File: src/rtl/strap_pkg.sv
package strap_pkg;

    localparam int N_STRAP = 3;
    localparam int CPU_W   = 11;
    localparam int PCI_W   = 9;

    typedef enum logic [1:0] {
        ST_SETTLE  = 2'd0,
        ST_CAPTURE = 2'd1,
        ST_DRIVE   = 2'd2
    } pup_state_t;

    // Bit order matches the pad order on pin_in.
    typedef struct packed {
        logic aux_rate;    // pin_in[2]: 1 -> 24 MHz, 0 -> 48 MHz
        logic spread_off;  // pin_in[1]: 0 -> spreading enabled
        logic hfs_n;       // pin_in[0]: 0 -> high-frequency group
    } strap_t;

    localparam strap_t STRAP_DEFAULT = '1;

endpackage

File: src/rtl/settle_seq.sv
module settle_seq
    import strap_pkg::*;
#(
    parameter int SETTLE_CYCLES = 1024
) (
    input  logic clk,
    input  logic pwr_good,
    output logic capture_now,
    output logic drive_on
);
    localparam int CNT_W = (SETTLE_CYCLES > 1) ? $clog2(SETTLE_CYCLES) : 1;
    localparam logic [CNT_W-1:0] TERM = CNT_W'(SETTLE_CYCLES - 1);

    pup_state_t       state, state_nx;
    logic [CNT_W-1:0] cnt;
    logic             term_hit;

    assign term_hit = (cnt == TERM);

    // state register
    always_ff @(posedge clk or negedge pwr_good) begin
        if (!pwr_good) state <= ST_SETTLE;
        else           state <= state_nx;
    end

    // settling counter, runs only in ST_SETTLE
    always_ff @(posedge clk or negedge pwr_good) begin
        if (!pwr_good)
            cnt <= '0;
        else if (state == ST_SETTLE && !term_hit)
            cnt <= cnt + 1'b1;
    end

    // transitions: settle_done, capture_taken
    always_comb begin
        state_nx = state;
        unique case (state)
            ST_SETTLE:  if (term_hit) state_nx = ST_CAPTURE;
            ST_CAPTURE: state_nx = ST_DRIVE;
            ST_DRIVE:   state_nx = ST_DRIVE;
            default:    state_nx = ST_SETTLE;
        endcase
    end

    // outputs
    always_comb begin
        capture_now = 1'b0;
        drive_on    = 1'b0;
        unique case (state)
            ST_SETTLE:  ;
            ST_CAPTURE: capture_now = 1'b1;
            ST_DRIVE:   drive_on    = 1'b1;
            default:    ;
        endcase
    end

    // capture only follows the terminal count of the window
    assert_capture_after_window_R3: assert property (@(posedge clk) disable iff (!pwr_good)
        (state == ST_CAPTURE) |-> ($past(cnt) == TERM));

    // drivers turn on only out of the capture state
    assert_drive_after_capture_R4: assert property (@(posedge clk) disable iff (!pwr_good)
        $rose(drive_on) |-> $past(state == ST_CAPTURE));

endmodule

File: src/rtl/strap_regs.sv
module strap_regs
    import strap_pkg::*;
(
    input  logic               clk,
    input  logic               pwr_good,
    input  logic               capture_now,
    input  logic [N_STRAP-1:0] pin_in,
    output strap_t             strap_q
);
    logic [N_STRAP-1:0] bits_q;

    for (genvar g = 0; g < N_STRAP; g++) begin : g_bit
        always_ff @(posedge clk or negedge pwr_good) begin
            if (!pwr_good)       bits_q[g] <= STRAP_DEFAULT[g];
            else if (capture_now) bits_q[g] <= pin_in[g];
        end
    end

    assign strap_q = strap_t'(bits_q);

endmodule

File: src/rtl/freq_decode.sv
module freq_decode
    import strap_pkg::*;
(
    input  strap_t            strap_q,
    input  logic              sel_100_66,
    output logic [CPU_W-1:0]  cpu_mhz_x10,
    output logic [PCI_W-1:0]  pci_mhz_x10,
    output logic              spread_en,
    output logic              aux_is_24m
);
    always_comb begin
        unique case ({strap_q.hfs_n, sel_100_66})
            2'b10: begin cpu_mhz_x10 = CPU_W'(666);  pci_mhz_x10 = PCI_W'(333); end
            2'b11: begin cpu_mhz_x10 = CPU_W'(1000); pci_mhz_x10 = PCI_W'(333); end
            2'b00: begin cpu_mhz_x10 = CPU_W'(1500); pci_mhz_x10 = PCI_W'(375); end
            default: begin cpu_mhz_x10 = CPU_W'(1333); pci_mhz_x10 = PCI_W'(333); end
        endcase
    end

    assign spread_en  = ~strap_q.spread_off;
    assign aux_is_24m = strap_q.aux_rate;

endmodule

File: src/rtl/strap_select_top.sv
module strap_select_top
    import strap_pkg::*;
#(
    parameter int SETTLE_CYCLES = 1024
) (
    input  logic              clk,
    input  logic              pwr_good,
    input  logic [2:0]        pin_in,
    input  logic              sel_100_66,
    output logic [2:0]        pin_oe,
    output logic              straps_valid,
    output logic [10:0]       cpu_mhz_x10,
    output logic [8:0]        pci_mhz_x10,
    output logic              spread_en,
    output logic              aux_is_24m
);
    logic   capture_now;
    logic   drive_on;
    strap_t strap_q;

    settle_seq #(.SETTLE_CYCLES(SETTLE_CYCLES)) u_seq (
        .clk         (clk),
        .pwr_good    (pwr_good),
        .capture_now (capture_now),
        .drive_on    (drive_on)
    );

    strap_regs u_regs (
        .clk         (clk),
        .pwr_good    (pwr_good),
        .capture_now (capture_now),
        .pin_in      (pin_in),
        .strap_q     (strap_q)
    );

    freq_decode u_dec (
        .strap_q     (strap_q),
        .sel_100_66  (sel_100_66),
        .cpu_mhz_x10 (cpu_mhz_x10),
        .pci_mhz_x10 (pci_mhz_x10),
        .spread_en   (spread_en),
        .aux_is_24m  (aux_is_24m)
    );

    assign pin_oe       = {N_STRAP{drive_on}};
    assign straps_valid = drive_on;

    // latched straps frozen while drivers are on
    assert_straps_frozen_R5: assert property (@(posedge clk) disable iff (!pwr_good)
        (pin_oe[0] && $past(pin_oe[0])) |-> $stable(strap_q));

    // pad drivers switch as a group
    assert_oe_grouped_R4: assert property (@(posedge clk) disable iff (!pwr_good)
        (pin_oe == 3'b000) || (pin_oe == 3'b111));

    // CPU frequency is always one of the four table entries
    assert_cpu_legal_R6: assert property (@(posedge clk) disable iff (!pwr_good)
        (cpu_mhz_x10 == 11'd666) || (cpu_mhz_x10 == 11'd1000) ||
        (cpu_mhz_x10 == 11'd1500) || (cpu_mhz_x10 == 11'd1333));

endmodule

File: config.mk
export PLATFORM = sky130hd
export DESIGN_NAME = strap_select_top
export DESIGN_NICKNAME = d
export VERILOG_FILES = /design/src/rtl/strap_pkg.sv /design/src/rtl/settle_seq.sv /design/src/rtl/strap_regs.sv /design/src/rtl/freq_decode.sv /design/src/rtl/strap_select_top.sv
export SDC_FILE = /design/constraint.sdc
export NUM_CORES = 1
export LEC_CHECK = 0
export BUFFER_PORTS_ARGS = -buffer_cell sky130_fd_sc_hd__clkbuf_2
export CAP_MARGIN = 25
export CORE_MARGIN = 2
export CORE_UTILIZATION = 52
export CTS_CLUSTER_DIAMETER = 50
export CTS_CLUSTER_SIZE = 20
export DETAILED_ROUTE_END_ITERATION = 8
export GPL_ROUTABILITY_DRIVEN = 0
export GPL_TIMING_DRIVEN = 0
export PLACE_DENSITY = 0.82
export SLEW_MARGIN = 20
export SYNTH_ARGS = -nofsm -noshare
export SYNTH_HDL_FRONTEND = slang
export SYNTH_SLANG_ARGS = --single-unit
export TNS_END_PERCENT = 20
File: constraint.sdc
create_clock -name clk -period 3.4 [get_ports clk]
set_input_delay 0.34 -clock clk [delete_from_list [all_inputs] [get_ports clk]]
set_output_delay 0.34 -clock clk [all_outputs]
set_load 0.03 [all_outputs]
== Word level (Yosys, flattened, before mapping) ==
Cells that the tools add are included.
Operators by class
  add/subtract/negate cells: 1
  equality and inequality tests: 6
  muxes and demuxes: 6
  bitwise operators: 1
  reductions and logical operators: 5
Operator list (number)
  case mux 11 bit (3 select lines): 1
  adder 10 x 1 -> 10 bit, second input constant: 1
  equality test 10 bit, second input constant: 1
  equality test 2 bit, second input constant: 3
  two-way mux 6 bit: 1
  zero test 2 bit: 2
  case mux 2 bit (2 select lines): 1
  equality test 2 x 1 -> 1 bit, second input constant: 1
  two-way mux 1 bit: 2
  two-way mux 2 bit: 1
  inequality test 2 x 1 -> 1 bit, second input constant: 1
  OR reduction 2 bit: 1
  logical AND 1 bit: 1
  zero test 1 bit: 1
  NOT 1 bit: 1
Word-level totals
  register bits after elaboration: 15
  input port bits: 6
  output and inout bits: 26
  word-level logic and storage cells: 24

== Longest topological paths before layout ==
  depth after elaboration: 3
  gate-level depth with buffers: 7
  gate-level depth less buffers: 6

== By module ==
From an unflattened synthesis, not the netlist that was laid out.
Unflattened totals
  cell total of the unflattened synthesis: 98
  area total of the unflattened synthesis: 1061.0 um^2
By module, submodules not included
  settle_seq: instances 1, cells each 59, area each 703.2 um^2, seq. area each 300.3 um^2
  freq_decode: instances 1, cells each 30, area each 222.7 um^2, seq. area each 0.0 um^2
  strap_regs: instances 1, cells each 6, area each 112.6 um^2, seq. area each 78.8 um^2
  strap_select_top: instances 1, cells each 3, area each 22.5 um^2, seq. area each 0.0 um^2

== Least setup slack after synthesis ==
Ideal clock, no wire load.
  path kind: flip-flop to output port
  start point: reg u_regs.bits_q[0] (netlist: u_regs.strap_q[0])
  end point: out cpu_mhz_x10[10]
  arrival time: 1728 ps
  data required time: 3060 ps
  slack: 1332 ps
  stages on the path, launching flop included: 6
  buffers on the path: 1
  cell sequence: dfstp_2 -> inv_1 -> ha_1 -> inv_1 -> nand2_1 -> buf_4
Between the ends
  word-level cells in the longest chain between the ends: 2
  elaborated cells between the ends (all ways): 4
  classes of those cells: eq/ne (2); mux (1); reduce/logical (1)
Ends and longest elaborated chain
  from (decl): line strap_regs.sv:10  | logic [N_STRAP-1:0] bits_q;
  from (signal, indexed assignment): line strap_regs.sv:14  | if (!pwr_good) bits_q[g] <= STRAP_DEFAULT[g];
  from (signal, indexed assignment): line strap_regs.sv:15  | else if (capture_now) bits_q[g] <= pin_in[g];
  equality test 2 bit or zero test 2 bit (tied branches): line freq_decode.sv:12  | unique case ({strap_q.hfs_n, sel_100_66})
  case mux 11 bit (3 select lines) *: line freq_decode.sv:12
  to (decl): line strap_select_top.sv:12  | output logic [10:0] cpu_mhz_x10,
Mark *: on every way between the ends. The rest lies on a longest branch, timed or not.

== Final worst setup path ==
Ends and elaborated chain as after synthesis.

==> flow_metrics.tcl <==
set metrics [dict create \
    status "finished clean" \
    synth_top_family_by_area "buffers and inverters" \
    drtIter0Drc 11 \
    grt_antenna_before_repair 0 \
    path_delay_family "flip-flops" \
    syn_area_um2 950 \
    critPathLaunchType "register" \
    placeable_core_area_um2 1730 \
    die_w_um 46.7 \
    synth.yosys.seq_area_share 0.399 \
    rsz0062_at_grt "no" \
    post_synth_mux_area_share 0.0487 \
    cts_inserted_buffers 3 \
    synth_adder_area_share 0.132 \
    io_buffer_count 26 \
    detailedPlacementHpwl_um 1310 \
    design.portCount 32 \
    crit_chain "inv_1 -> ha_1 -> inv_1 -> nand2_1 -> buf_4 -> clkbuf_2" \
    pwr-share-comb 0.110 \
    finalNetCount 150 \
    p_sw_frac 0.253 \
    grt_max_degree 16 \
    layout-area-overhead-vs-synth_pct 22.0 \
    report.final.slew_viol_count 0 \
    worstPathMaxFanout 5 \
    initial_utilization 0.550 \
    critPathKind "register to primary output" \
    timing_worst_slew_pin_value_ns 0.499 \
    worst_path_most_repeated_cell "sky130_fd_sc_hd__inv_1" \
    synth_xor_xnor_area_share 0.0369 \
    synth_top_cells_by_area "sky130_fd_sc_hd__dfrtp_1 (32%), sky130_fd_sc_hd__ha_1 (13%), sky130_fd_sc_hd__buf_4 (9.5%)" \
    syn-mean-instance-area_um2 9.59 \
    ys_dominant_reg_cell "sky130_fd_sc_hd__dfrtp_1" \
    fin_cells 158 \
    cts-root-buf "sky130_fd_sc_hd__clkbuf_4" \
    vias 751 \
    synth_simple_gate_area_share 0.142 \
    globalRouteOverflowTotal 0 \
    clock-sinks 15 \
    dp.cells 153 \
    max_clock_freq_mhz 514 \
    total_neg_setup_slack_ns 0 \
    placementRows 15 \
    p_seq_frac 0.567 \
    power.density_nw_per_um2 271 \
    clk_latency_ns 0.28 \
    critPathSlowestCell "sky130_fd_sc_hd__dfstp_2" \
    avgViaCountPerCell 4.75 \
    cts-root-to-sink-buffers 2 \
    synth_top_cells_by_count "sky130_fd_sc_hd__buf_4 (12), sky130_fd_sc_hd__dfrtp_1 (12), sky130_fd_sc_hd__inv_1 (12)" \
    switchingPower_mw 0.0796 \
    power.leakage_nw 0.656 \
    synth.distinct_cells 26 \
    synth_compound_area_frac 0.0856 \
    clock_edge_transition_at_the_registers_on_the_reported_setup_and_hold_paths_ns 0.08 \
    die_area_um2 2180 \
    die_height_um 46.7 \
    postRouteAntennaNets 0 \
    cts-htree-levels 1 \
    synth_largest_type_area_fraction 0.316 \
    drt_pre_antenna_iters 4 \
    tritoncts "yes" \
    synth.ff_latch_count 15 \
    p_int_mw 0.235 \
    req_time_crit_path_ns 3.06 \
    crit_path_max_incr_delay_ns 0.57 \
    critical_path_depth 6 \
    power.clock.fraction 0.323 \
    setup.worst_path.end_class "primary output" \
    crit_buf_inv 4 \
    synth_cells 99 \
    final_hold_viol_count 0 \
    setup_viol 0 \
    yosys.area.top_type "sky130_fd_sc_hd__dfrtp_1" \
    antenna_diode_count 0 \
    track_usage 0.154 \
    synthesis.yosys.warnings 0 \
    holdCritPathClass "input pin to register" \
    slew_headroom 0.666 \
    worst_ep_arrival_time_ns 1.61 \
    min_delay_path_depth 3 \
    drc 0 \
    ff2ff_path_depth 4 \
    synth-edff-count 0 \
    vdd_drop_max_uv 241 \
    clock-skew-final_ns 0.000732 \
    cap_viol_max_count 0 \
    wl_um 1620 \
    post-route-period-util 0.573 \
    synth_async_sr_flop_share 1.00 \
    drt-wirelength-per-cell_um 10.2 \
    finalCriticalPeriod_ns 1.95 \
    wire_length_of_the_first_global_routing_pass_um 2380 \
    post_route_cells_drive_above_1_share 0.376 \
    first_global_vias 587 \
]
-- per-stage QoR --
step	hold WS (ns)	power [mW]	util	instance area [um2]	setup WS (ns)
floorplan	0.0444	0.205	-	961	1.33
finish	0.250	0.314	0.671	1160	1.45
detailed placement	0.268	0.216	0.650	1120	1.70
global placement	0.266	0.215	0.650	1120	1.71
global route	0.251	0.323	0.671	1160	1.35
CTS	0.248	0.317	0.671	1160	1.44
-- layer usage --
metal | part of all wire | GRT usage | vias to the layer above | wire [um]
met1 | 0.42 | 0.171 | 341 | 676
met3 | 0.063 | 0.0231 | 5 | 102
met5 | 0 | 0 | - | 0
li1 | - | - | 373 | -
met2 | 0.50 | 0.292 | 32 | 814
met4 | 0.015 | 0.0667 | 0 | 25
-- logic make-up after synthesis --
group / after synthesis
simple gates: 28
compound gates: 11
buf+inv: 25
xor+xnor: 4
mux: 4
other cells: 2
flops: 15
fa+ha+maj: 10
-- final timing paths --
kind	slack, ns	end	start
max	1.45	cpu_mhz_x10[10]	u_regs.strap_q[0]$_DFFE_PN1N_
min	0.25	u_regs.strap_q[1]$_DFFE_PN1N_	pin_in[1]
max reg2reg	1.69	u_seq.cnt[1]$_DFFE_PN0P_	u_seq.cnt[0]$_DFFE_PN0P_
min reg2reg	0.52	u_regs.strap_q[1]$_DFFE_PN1N_	u_regs.strap_q[1]$_DFFE_PN1N_
max in group asynchronous	2.60	u_regs.strap_q[1]$_DFFE_PN1N_	pwr_good
min in group asynchronous	0.49	u_seq.cnt[4]$_DFFE_PN0P_	pwr_good
-- power by group through the flow --
stage	Clock, mW	Sequential, mW	Combinational [mW]
3_5_place_dp	0	0.182	0.0339
6_report	0.101	0.178	0.0346
2_1_floorplan	0	0.182	0.0235
5_1_grt	0.106	0.178	0.0379
3_3_place_gp	0	0.182	0.0335
4_1_cts	0.103	0.178	0.0348
-- worst register-to-register path, stage by stage (launching register included) --
cell                      delay (ns)
sky130_fd_sc_hd__dfrtp_1        0.42
sky130_fd_sc_hd__ha_1           0.23
sky130_fd_sc_hd__nand3_1        0.16
sky130_fd_sc_hd__o41ai_4        0.45
sky130_fd_sc_hd__mux2_4         0.35
-- layout by cell type, fill, tap and decap left out, types with 2 or more instances in the layout --
master,count
sky130_fd_sc_hd__mux2i_1,2
sky130_fd_sc_hd__xor2_1,3
sky130_fd_sc_hd__nand2_1,6
sky130_fd_sc_hd__inv_1,12
sky130_fd_sc_hd__clkbuf_2,27
sky130_fd_sc_hd__nand4_1,2
sky130_fd_sc_hd__nand3_1,5
sky130_fd_sc_hd__dfstp_2,3
sky130_fd_sc_hd__nor2_1,8
sky130_fd_sc_hd__clkbuf_4,3
sky130_fd_sc_hd__nor3_1,2
sky130_fd_sc_hd__o21ai_0,3
sky130_fd_sc_hd__ha_1,10
sky130_fd_sc_hd__buf_4,12
sky130_fd_sc_hd__dfrtp_1,12
sky130_fd_sc_hd__conb_1,5
sky130_fd_sc_hd__a21oi_1,6
-- area by class of cell --
class | instances | area, um2
Buffer | 13 | 95.1
Clock buffer | 4 | 26.3
Fill cell | 151 | 568
Inverter | 12 | 45.0
Multi-Input combinational cell | 62 | 442
Sequential cell | 15 | 379
Tap cell | 25 | 31.3
Timing Repair Buffer | 27 | 140
-- sequential cells by signal (all words and copies together), names as in the netlist --
name            cells
u_seq.cnt          10
u_seq.state         2
u_regs.strap_q      3
-- repair_timing --
action | 4_1_cts | 5_1_grt
hold endpoints to repair | 12 | 0
setup buffers | 0 | 0
setup endpoints to repair | 0 | 0
gates resized for setup | 0 | 0
hold buffers | 1 | 0
Power figures use the tool's default switching activity.
